===== src/rtl/irq_ctl_pkg.sv =====
package irq_ctl_pkg;
    localparam int NSRC    = 7;
    localparam int NLVL    = 4;
    localparam int LVL_W   = $clog2(NLVL);
    localparam int VEC_W   = $clog2(NSRC);
    localparam int CFG_W   = NSRC + 1;
    localparam int NEXT    = 2;
    localparam int CMP_IDX = NSRC - 1;
    localparam int V_EXT0  = 0;
    localparam int V_EXT1  = 2;

    typedef logic [LVL_W-1:0] lvl_t;
    typedef logic [VEC_W-1:0] vec_t;

    typedef enum logic [1:0] {
        SEL_ENABLE = 2'd0,
        SEL_PRIO_L = 2'd1,
        SEL_PRIO_H = 2'd2,
        SEL_SENSE  = 2'd3
    } cfg_sel_e;

    typedef struct packed {
        logic valid;
        vec_t vec;
        lvl_t lvl;
    } grant_t;

    function automatic lvl_t top_level(input logic [NLVL-1:0] bits);
        lvl_t r;
        r = '0;
        for (int l = 0; l < NLVL; l++)
            if (bits[l]) r = lvl_t'(l);
        return r;
    endfunction
endpackage


===== src/rtl/irq_cfg_regs.sv =====
module irq_cfg_regs
    import irq_ctl_pkg::*;
#(
    parameter int N = NSRC,
    parameter int W = CFG_W
) (
    input  logic                      clk,
    input  logic                      rst,
    input  logic                      cfg_we,
    input  logic [1:0]                cfg_sel,
    input  logic [W-1:0]              cfg_wdata,
    output logic [N-1:0]              src_en,
    output logic                      glb_en,
    output logic [N-1:0][LVL_W-1:0]   src_lvl,
    output logic [NEXT-1:0]           ext_edge
);
    localparam int PW = N - 1;

    logic [W-1:0]    en_q;
    logic [PW-1:0]   plo_q, phi_q;
    logic [NEXT-1:0] sense_q;

    always_ff @(posedge clk) begin
        if (rst) begin
            en_q    <= '0;
            plo_q   <= '0;
            phi_q   <= '0;
            sense_q <= '0;
        end else if (cfg_we) begin
            unique case (cfg_sel_e'(cfg_sel))
                SEL_ENABLE: en_q    <= cfg_wdata;
                SEL_PRIO_L: plo_q   <= cfg_wdata[PW-1:0];
                SEL_PRIO_H: phi_q   <= cfg_wdata[PW-1:0];
                SEL_SENSE:  sense_q <= cfg_wdata[NEXT-1:0];
                default: ;
            endcase
        end
    end

    assign src_en   = en_q[N-1:0];
    assign glb_en   = en_q[W-1];
    assign ext_edge = sense_q;

    for (genvar i = 0; i < N; i++) begin : g_lvl
        if (i == N - 1) begin : g_fixed
            assign src_lvl[i] = '0;
        end else begin : g_prog
            assign src_lvl[i] = {phi_q[i], plo_q[i]};
        end
    end
endmodule


===== src/rtl/irq_ext_sense.sv =====
module irq_ext_sense (
    input  logic clk,
    input  logic rst,
    input  logic pin_n,
    input  logic edge_mode,
    input  logic ack_clr,
    output logic flag
);
    logic s1, s2, edge_q, fall;

    assign fall = s2 & ~s1;

    always_ff @(posedge clk) begin
        if (rst) begin
            s1     <= 1'b1;
            s2     <= 1'b1;
            edge_q <= 1'b0;
        end else begin
            s1 <= pin_n;
            s2 <= s1;
            if (!edge_mode)   edge_q <= 1'b0;
            else if (fall)    edge_q <= 1'b1;
            else if (ack_clr) edge_q <= 1'b0;
        end
    end

    assign flag = edge_mode ? edge_q : ~s1;

    assert_edge_clear_R9: assert property (@(posedge clk) disable iff (rst)
        (edge_mode && ack_clr && !fall) |=> !edge_q);
    assert_edge_latch_R9: assert property (@(posedge clk) disable iff (rst)
        (edge_mode && fall) |=> (edge_q || !edge_mode));
endmodule


===== src/rtl/irq_arbiter.sv =====
module irq_arbiter
    import irq_ctl_pkg::*;
#(
    parameter int N = NSRC,
    parameter int L = NLVL
) (
    input  logic [N-1:0]            pend,
    input  logic [N-1:0]            src_en,
    input  logic                    glb_en,
    input  logic [N-1:0][LVL_W-1:0] src_lvl,
    input  logic [L-1:0]            isr,
    output grant_t                  grant
);
    logic busy;
    lvl_t floor_lvl;
    logic [N-1:0] elig;

    assign busy      = |isr;
    assign floor_lvl = top_level(isr);

    for (genvar i = 0; i < N; i++) begin : g_elig
        assign elig[i] = glb_en && src_en[i] && pend[i] &&
                         (!busy || (src_lvl[i] > floor_lvl));
    end

    always_comb begin
        grant = '0;
        for (int i = N - 1; i >= 0; i--) begin
            if (elig[i] && (!grant.valid || src_lvl[i] >= grant.lvl)) begin
                grant.valid = 1'b1;
                grant.vec   = vec_t'(i);
                grant.lvl   = src_lvl[i];
            end
        end
    end
endmodule


===== src/rtl/irq_inservice.sv =====
module irq_inservice
    import irq_ctl_pkg::*;
#(
    parameter int L = NLVL
) (
    input  logic         clk,
    input  logic         rst,
    input  logic         ack,
    input  lvl_t         ack_lvl,
    input  logic         ret,
    output logic [L-1:0] isr
);
    logic [L-1:0] pop, push;

    always_comb begin
        pop = '0;
        for (int l = 0; l < L; l++)
            if (isr[l]) begin
                pop    = '0;
                pop[l] = ret;
            end
        for (int l = 0; l < L; l++)
            push[l] = ack && (ack_lvl == lvl_t'(l));
    end

    always_ff @(posedge clk) begin
        if (rst) isr <= '0;
        else     isr <= (isr & ~pop) | push;
    end

    assert_ret_pops_R8: assert property (@(posedge clk) disable iff (rst)
        (ret && !ack && |isr) |=> ($countones(isr) == $countones($past(isr)) - 1));
    assert_ret_idle_R8: assert property (@(posedge clk) disable iff (rst)
        (ret && !ack && isr == '0) |=> (isr == '0));
endmodule


===== src/rtl/irq_nest_ctl.sv =====
module irq_nest_ctl
    import irq_ctl_pkg::*;
(
    input  logic                clk,
    input  logic                rst,
    input  logic                cfg_we,
    input  logic [1:0]          cfg_sel,
    input  logic [CFG_W-1:0]    cfg_wdata,
    input  logic [NEXT-1:0]     ext_pin_n,
    input  logic [1:0]          tmr_req,
    input  logic                ser_req,
    input  logic                gp_req,
    input  logic                cmp_req,
    input  logic                int_ack,
    input  logic                int_ret,
    output logic                int_req,
    output logic [VEC_W-1:0]    int_vec,
    output logic [LVL_W-1:0]    int_lvl,
    output logic [NEXT-1:0]     ext_flag,
    output logic [NLVL-1:0]     in_service
);
    logic [NSRC-1:0]            src_en, pend;
    logic                       glb_en;
    logic [NSRC-1:0][LVL_W-1:0] src_lvl;
    logic [NEXT-1:0]            ext_edge, ext_clr;
    grant_t                     grant;
    logic                       ack_fire;

    irq_cfg_regs u_cfg (
        .clk, .rst, .cfg_we, .cfg_sel, .cfg_wdata,
        .src_en, .glb_en, .src_lvl, .ext_edge
    );

    localparam int EXT_VEC [NEXT] = '{V_EXT0, V_EXT1};

    for (genvar e = 0; e < NEXT; e++) begin : g_ext
        assign ext_clr[e] = ack_fire && (grant.vec == vec_t'(EXT_VEC[e]));
        irq_ext_sense u_sense (
            .clk, .rst,
            .pin_n     (ext_pin_n[e]),
            .edge_mode (ext_edge[e]),
            .ack_clr   (ext_clr[e]),
            .flag      (ext_flag[e])
        );
    end

    assign pend = {cmp_req, gp_req, ser_req, tmr_req[1], ext_flag[1], tmr_req[0], ext_flag[0]};

    irq_arbiter u_arb (
        .pend, .src_en, .glb_en, .src_lvl,
        .isr   (in_service),
        .grant
    );

    assign ack_fire = int_ack && grant.valid;

    irq_inservice u_isr (
        .clk, .rst,
        .ack     (ack_fire),
        .ack_lvl (grant.lvl),
        .ret     (int_ret),
        .isr     (in_service)
    );

    assign int_req = grant.valid;
    assign int_vec = grant.vec;
    assign int_lvl = grant.lvl;

    assert_grant_enabled_R2: assert property (@(posedge clk) disable iff (rst)
        int_req |-> (glb_en && src_en[int_vec] && pend[int_vec]));
    assert_cmp_floor_R3: assert property (@(posedge clk) disable iff (rst)
        (int_req && int_vec == vec_t'(CMP_IDX)) |-> (int_lvl == '0));
    assert_preempt_strict_R6: assert property (@(posedge clk) disable iff (rst)
        (int_req && |in_service) |-> (int_lvl > top_level(in_service)));
    assert_ack_marks_R7: assert property (@(posedge clk) disable iff (rst)
        (int_ack && int_req) |=> in_service[$past(int_lvl)]);
endmodule


===== config.mk =====
export PLATFORM = sky130hd
export DESIGN_NAME = irq_nest_ctl
export DESIGN_NICKNAME = d
export VERILOG_FILES = /design/src/rtl/irq_ctl_pkg.sv /design/src/rtl/irq_cfg_regs.sv /design/src/rtl/irq_ext_sense.sv /design/src/rtl/irq_arbiter.sv /design/src/rtl/irq_inservice.sv /design/src/rtl/irq_nest_ctl.sv
export SDC_FILE = /design/constraint.sdc
export NUM_CORES = 1
export LEC_CHECK = 0
export ABC_CLOCK_PERIOD_IN_PS = 13000
export BUFFER_PORTS_ARGS = -buffer_cell sky130_fd_sc_hd__buf_2
export CAP_MARGIN = 20
export CORE_MARGIN = 5
export CORE_UTILIZATION = 45
export CTS_CLUSTER_SIZE = 12
export DETAILED_ROUTE_END_ITERATION = 8
export PLACE_DENSITY = 0.74
export SYNTH_ARGS = -nofsm -noshare
export SYNTH_HDL_FRONTEND = slang
export SYNTH_SLANG_ARGS = --single-unit

===== constraint.sdc =====
create_clock -name clk -period 13 [get_ports clk]
set_input_delay 1.95 -clock clk [delete_from_list [all_inputs] [get_ports clk]]
set_output_delay 1.95 -clock clk [all_outputs]
set_load 0.02 [all_outputs]

==> Word level (Yosys, flattened, before mapping) <==
Cells that the tools add are included.
W data, S select, Z words.
{ "op_classes": {"n_shift": 0, "bitwise_logic": 9, "n_mul": 0, "muxes": 20, "reduce_logical": 66, "n_lt_le_gt_ge": 13, "n_div": 0, "addsub": 0, "n_eq_ne": 7} }
{ "op_table": {"columns": ["operator", "n"], "rows": [
  ["$mux W6", 7],
  ["$logic_and A1 B1 Y1", 34],
  ["$logic_or A1 B1 Y1", 13],
  ["$ge A2 B2 Y1", 6],
  ["$gt A2 B2 Y1", 6],
  ["$eq A2 B2 Y1 const B", 4],
  ["$mux W1", 8],
  ["$reduce_and A2 Y1", 4],
  ["$logic_not A1 Y1", 7],
  ["$mux W2", 3],
  ["$and A4 B4 Y4", 1],
  ["$eq A2 B1 Y1 const B", 2],
  ["$logic_not A2 Y1", 2],
  ["$mux W4", 1],
  ["$not A1 Y1", 4],
  ["$not A4 Y4", 1],
  ["$or A4 B4 Y4", 1],
  ["$reduce_bool A2 Y1", 2],
  ["$reduce_or A2 Y1", 2],
  ["$reduce_or A4 Y1", 1],
  ["$eq A3 B2 Y1 const B", 1],
  ["$logic_not A3 Y1", 1],
  ["$mux W3", 1],
  ["$and A1 B1 Y1", 2],
  ["$gt A1 B2 Y1 const A", 1]
]} }
{ "word_totals": {"mem_bits_ro": 0, "mem_bits_rw": 0, "out_inout_bits": 12, "register_bits": 32, "input_bits": 22, "latchBits": 0, "wordCells": 126, "memories": 0} }

==> Logic depth before layout (Yosys ltp) <==
{ "logic_depth": {"ltp_word": 35, "ltp_mapped": 40, "depth_no_buf": 40} }

==> By module <==
A second synthesis with hierarchy kept.
{ "hier_totals": {"cells_unflattened": 283, "area_unflattened_um2": 2493.6} }
{ "modules_own_cells": {"columns": ["mod", "instances", "area_each_um2", "seq_area_each_um2", "cells_each"], "rows": [
  ["irq_arbiter", 1, 1126.1, 0.0, 152],
  ["irq_cfg_regs", 1, 925.9, 440.4, 87],
  ["irq_ext_sense", 2, 121.4, 60.1, 11],
  ["irq_inservice", 1, 167.7, 80.1, 18],
  ["irq_nest_ctl", 1, 31.3, 0.0, 4]
]} }

==> Least setup slack after synthesis <==
Ideal clock, no wire load.
{ "synth_path": {"path_type": "in2out", "start": "in gp_req", "end": "out int_lvl[1]", "path_buffers": 0, "arrival_time_ns": 8.061, "stages": 33, "required_time_ns": 11.050, "path_slack_ns": 2.989, "cell_sequence": "nand3_1 > a21oi_1 > nand2_1 > ha_1 > a221o_1 > nand3_1 > nand2_1 > ha_1 > nand2b_1 > a21o_1 > a211oi_1 > or3_4 > a31oi_1 > ha_1 > nand2b_1 > a21o_1 > o2111a_1 > a41o_1 > a311o_1 > o21ai_0 > ha_1 > nand2b_1 > a21oi_1 > o41ai_1 > a22oi_1 > a21oi_1 > ha_1 > nand2b_1 > a21oi_1 > nor2b_1 > a31oi_1 > o21a_1 > a22o_1"} }
{ "synth_between": {"elab_chain_cells": 24, "elab_cells_between_ends": 29, "classes_between": "5 x order compare; 6 x mux; 18 x reduce/logical"} }
{ "synth_rtl": {"columns": ["item", "line", "rtl"], "rows": [
  ["from (decl)", "irq_nest_ctl.sv:12", "input logic gp_req,"],
  ["$logic_and A1 B1 Y1 (*) (2 in series)", "irq_arbiter.sv:22", "assign elig[i] = glb_en && src_en[i] && pend[i] &&"],
  ["$logic_and A1 B1 Y1 (*)", "irq_arbiter.sv:29", "if (elig[i] && (!grant.valid || src_lvl[i] >= grant.lvl)) begin"],
  ["$mux W6 (*)", "irq_arbiter.sv:29", null],
  ["$ge A2 B2 Y1 / $logic_not A1 Y1 (equally long branches)", "irq_arbiter.sv:29", null],
  ["$logic_or A1 B1 Y1", "irq_arbiter.sv:29", null],
  ["$logic_and A1 B1 Y1", "irq_arbiter.sv:29", null],
  ["$mux W6 (*)", "irq_arbiter.sv:29", null],
  ["$ge A2 B2 Y1 / $logic_not A1 Y1 (equally long branches)", "irq_arbiter.sv:29", null],
  ["[... 7 more ...]", null, null],
  ["$ge A2 B2 Y1 / $logic_not A1 Y1 (equally long branches)", "irq_arbiter.sv:29", null],
  ["$logic_or A1 B1 Y1", "irq_arbiter.sv:29", null],
  ["$logic_and A1 B1 Y1", "irq_arbiter.sv:29", null],
  ["$mux W6 (*)", "irq_arbiter.sv:29", null],
  ["$ge A2 B2 Y1 / $logic_not A1 Y1 (equally long branches)", "irq_arbiter.sv:29", null],
  ["$logic_or A1 B1 Y1", "irq_arbiter.sv:29", null],
  ["$logic_and A1 B1 Y1", "irq_arbiter.sv:29", null],
  ["$mux W6 (*)", "irq_arbiter.sv:29", null],
  ["to (decl)", "irq_nest_ctl.sv:18", "output logic [LVL_W-1:0] int_lvl,"]
]} }
Every way passes the cells marked *; elsewhere a longest branch is shown, timed or not.

==> Worst setup path in the final report <==
Ends and elaborated chain as after synthesis.

==> results by group <==
Worst setup path
  – Req. time, crit path: 11.05 ns
  – CP Launch Type: input pin
  – Sort of element at the end of the critical path: output port
  – Longest individual stage delay on the worst path: 0.46 ns
  – Worst Path Max Fanout: 6
  – Launch instance of the worst register-to-register path: u_isr.isr[3]
  – R2R cell count: 40
  – Combined buffer and inverter count along the critical path: 2
  – Category of the critical setup timing path: input pin to output port
  – Critical path's slowest cell: sky130_fd_sc_hd__a211oi_1
  – Setup slack, reg-to-reg: 4.63 ns
  – Signal arrival time at the worst endpoint: 9.07 ns
  – Most frequent cell on the critical path: sky130_fd_sc_hd__ha_1
  – Cell family with the largest share of critical-path delay: compound AO/OA/AOI/OAI gates
  – Endpoint of the worst register-to-register path: u_isr.isr[0]

Global routing
  – Global route total overflow: 0
  – Via count of the first global-routing pass: 1898
  – Combined global-route utilization of all metal layers: 17.5%
  – Largest net degree at the start of global routing: 32
  – Antenna violations before repair: 0
  – Wire length of the first global-routing pass: 8870 um

Clock tree
  – Maximum number of buffers from clock root to sink: 2
  – Clock net sink count: 32
  – Clock latency of the later-clocked register in the worst-skew pair: 0.29 ns
  – Buffers inserted during post-CTS setup optimization: 0
  – Number of buffers added to fix hold violations after cts: 0
  – Count of instances resized after the clock tree is built: 0
  – H-Tree Level Count: 2
  – Clk slew on worst S/H paths: 0.08 ns
  – Inserted Clock Buffers: 5
  – Clock tree from TritonCTS: done
  – Library cell used as clock root buffer: sky130_fd_sc_hd__clkbuf_8

Cells and area
  – Most frequent cells in the layout: sky130_fd_sc_hd__buf_2 (33), sky130_fd_sc_hd__dfxtp_1 (32), sky130_fd_sc_hd__nor2_1 (30)
  – Layout Cells excl Fill: 355
  – Post-route design area: 2570 um2
  – Multi-input combinational cell area: 1530 um2
  – Most common cell after layout, fill and taps aside: sky130_fd_sc_hd__buf_2
  – Area delta synth->final: 14.1%
  – Area taken by flip-flops and latches: 641 um2
  – Share of cells above drive strength 1: 19.4%
  – Layout Nets: 331
  – Number of fillers in the final layout: 444
  – # diodes: 0

Synth
  – Register bit total from synthesis: 32
  – Combinational family with the most area after synthesis: compound AO/OA/AOI/OAI gates
  – Number of enable-type register cells in the synthesized netlist: 0
  – Synth Warn #: 0
  – Seq/Total Area, Yosys: 28.5%
  – Area share of xor/xnor cells in the synthesized design: 0%
  – Area fraction in and, or, nand and nor cells after synthesis: 20.2%
  – Compound-Gate Fraction of Synth Area: 24.9%
  – Adder-cell share of the synthesized area: 12.2%
  – Post-synthesis instance total: 252
  – Multiplexer share of the synthesized area: 10.7%
  – Asr flop ratio synth: 0%
  – Nets in the synthesized netlist: 296
  – Synth cell types: 56
  – Dominant synthesized flop cell: sky130_fd_sc_hd__dfxtp_1
  – Netlist area before placement: 2250 um2
  – Mean area per synthesized cell: 8.93 um2

Route
  – Average vias per placed instance: 5.65
  – Routed wirelength normalized by instance count: 15.3 um
  – Number of nets with antenna violations after routing: 0
  – # DRC: 0
  – Routed vias: 2007
  – Number of detailed-route iterations in the first pass: 6
  – Total wire length: 5440 um
  – Number of DRC markers in iteration 0: 109

Placed design
  – Estimated wirelength of the detail-placed design: 4280 um
  – Routability-driven placement congestion ratio: 0.964
  – Input/output buffers: 33
  – Placement Cell Area: 2480 um2
  – DP Cell Count: 347

Power and ir drop
  – Leak pwr: 1.17 nW
  – Portion of total power attributed to the clock network: 38.5%
  – Peak supply drop: 0.0725 mV
  – Sw frac: 27.2%
  – Areal power density over the cells: 79.1 nW/um2
  – Fraction of power consumed by sequential logic: 51.1%
  – Internal Power: 0.148 mW
  – Switching power: 0.0553 mW
  – Combinational cell fraction of total power: 10.4%

Timing
  – Hold Vio Cnt, Final: 0
  – Worst hold slack across all endpoints: 0.449 ns
  – Post-route clock skew: 0.00934 ns
  – Headroom to the max-slew limit: 53.1%
  – Setup Viol. Count Final: 0
  – Actual transition at the worst max-transition pin: 0.698 ns
  – RSZ-0062 raised after global routing: false
  – Final period demand of the worst path: 11.02 ns
  – Fin crit share: 84.8%
  – Number of pins with negative max-slew slack in the final report: 0
  – Setup_tns: 0 ns
  – Achievable clock frequency: 90.7 MHz

Status
  – Run status: finished, final reports clean

Worst hold path
  – Destination of the worst hold path: g_ext[1].u_sense.edge_q
  – Worst hold path cell count: 2
  – Hold/Removal Path Class: flop to flop
  – Worst Min Path Start: g_ext[1].u_sense.s2

Floorplan
  – Area of the core region: 4790 um2
  – Initial standard-cell utilization of the core: 47.0%
  – X dimension of the die: 80.7 um
  – Full die area: 6520 um2
  – Vert. Die Dim: 80.7 um
  – Number of top-level pins: 34
  – Std-Cell Rows: 25

Job
  – # Max-Cap Violations: 0
## power by group through the flow
stage / sequential, mW / clock (mW) / combinational [mW]
4_1_cts: 0.104 / 0.0789 / 0.0211
3_3_place_gp: 0.106 / 0 / 0.0207
3_5_place_dp: 0.106 / 0 / 0.0211
2_1_floorplan: 0.105 / 0 / 0.0144
5_1_grt: 0.104 / 0.0833 / 0.0237
6_report: 0.104 / 0.0782 / 0.0211
## how the worst max path moves through the flow
stage,start,endpoint,depth (start not counted)
2_1_floorplan,gp_req,int_lvl[1],33
3_3_place_gp,gp_req,int_lvl[0],36
3_5_place_dp,gp_req,int_lvl[0],36
4_1_cts,gp_req,int_lvl[1],35
5_1_grt,gp_req,int_lvl[0],36
6_report,gp_req,int_lvl[1],35
## logic make-up after synthesis
logic type | Yosys count
AND/OR/NAND/NOR | 87
adder cells (fa/ha/maj) | 22
flip-flops | 32
buffers and inverters | 19
AO/OA/AOI/OAI | 68
multiplexers | 24
## cell type report
| cell class | count | area share [%] |
|---|---|---|
| inverter | 12 | 1.75 |
| multi-input combinational | 201 | 59.6 |
| clock inverter | 3 | 0.731 |
| sequential | 32 | 25.0 |
| clock buffer | 5 | 2.68 |
| timing repair buffer | 35 | 7.02 |
| tap | 67 | 3.27 |
## worst min-delay path, stage by stage, from the launching register on
cell and delay [ns]:
sky130_fd_sc_hd__dfxtp_1 0.30, sky130_fd_sc_hd__nand2b_1 0.06, sky130_fd_sc_hd__a21oi_1 0.05
## synth_stat cells (3+ instances only)
master                       n  area (um2)
sky130_fd_sc_hd__a211oi_1    3        22.5
sky130_fd_sc_hd__a21o_1      7        52.6
sky130_fd_sc_hd__a21oi_1    10        50.1
sky130_fd_sc_hd__a2bb2oi_1   4        35.0
sky130_fd_sc_hd__and3_1      4        25.0
sky130_fd_sc_hd__buf_1       3        11.3
sky130_fd_sc_hd__dfxtp_1    32         641
sky130_fd_sc_hd__ha_1       22         275
sky130_fd_sc_hd__inv_1      12        45.0
sky130_fd_sc_hd__mux2i_1    24         240
sky130_fd_sc_hd__nand2_1    13        48.8
sky130_fd_sc_hd__nand2b_1    6        37.5
sky130_fd_sc_hd__nand3_1     6        30.0
sky130_fd_sc_hd__nor2_1     30         113
sky130_fd_sc_hd__nor2b_1     8        50.1
sky130_fd_sc_hd__nor4_1      3        18.8
sky130_fd_sc_hd__o2111a_1    4        45.0
sky130_fd_sc_hd__o211ai_1    4        30.0
sky130_fd_sc_hd__o21ai_0     5        25.0
sky130_fd_sc_hd__o21ai_1     3        15.0
sky130_fd_sc_hd__or2_2       4        25.0
## through the flow
step,util [%],total power [mW],worst slack [ns]
floorplan,-,0.119,2.99
global placement,51.8,0.127,2.25
detailed placement,51.8,0.127,2.06
CTS,53.6,0.204,2.08
global route,53.6,0.211,1.43
finish,53.6,0.203,1.98
## registers in the layout, indices dropped and copies added, names as in the netlist
register and flops:
u_cfg.en_q 8, u_cfg.ext_edge 2, u_cfg.phi_q 6, u_cfg.plo_q 6, g_ext.u_sense.s1 2, g_ext.u_sense.edge_q 2
u_isr.isr 4, g_ext.u_sense.s2 2
## metal layers
| layer | global-route usage [%] | share of wire [%] |
|---|---|---|
| met1 | 23.6 | 49 |
| met2 | 27.7 | 45 |
| met3 | 3.03 | 4.6 |
| met4 | 7.09 | 1.8 |
| met5 | 0 | 0 |
(Power assumes the default switching activity.)
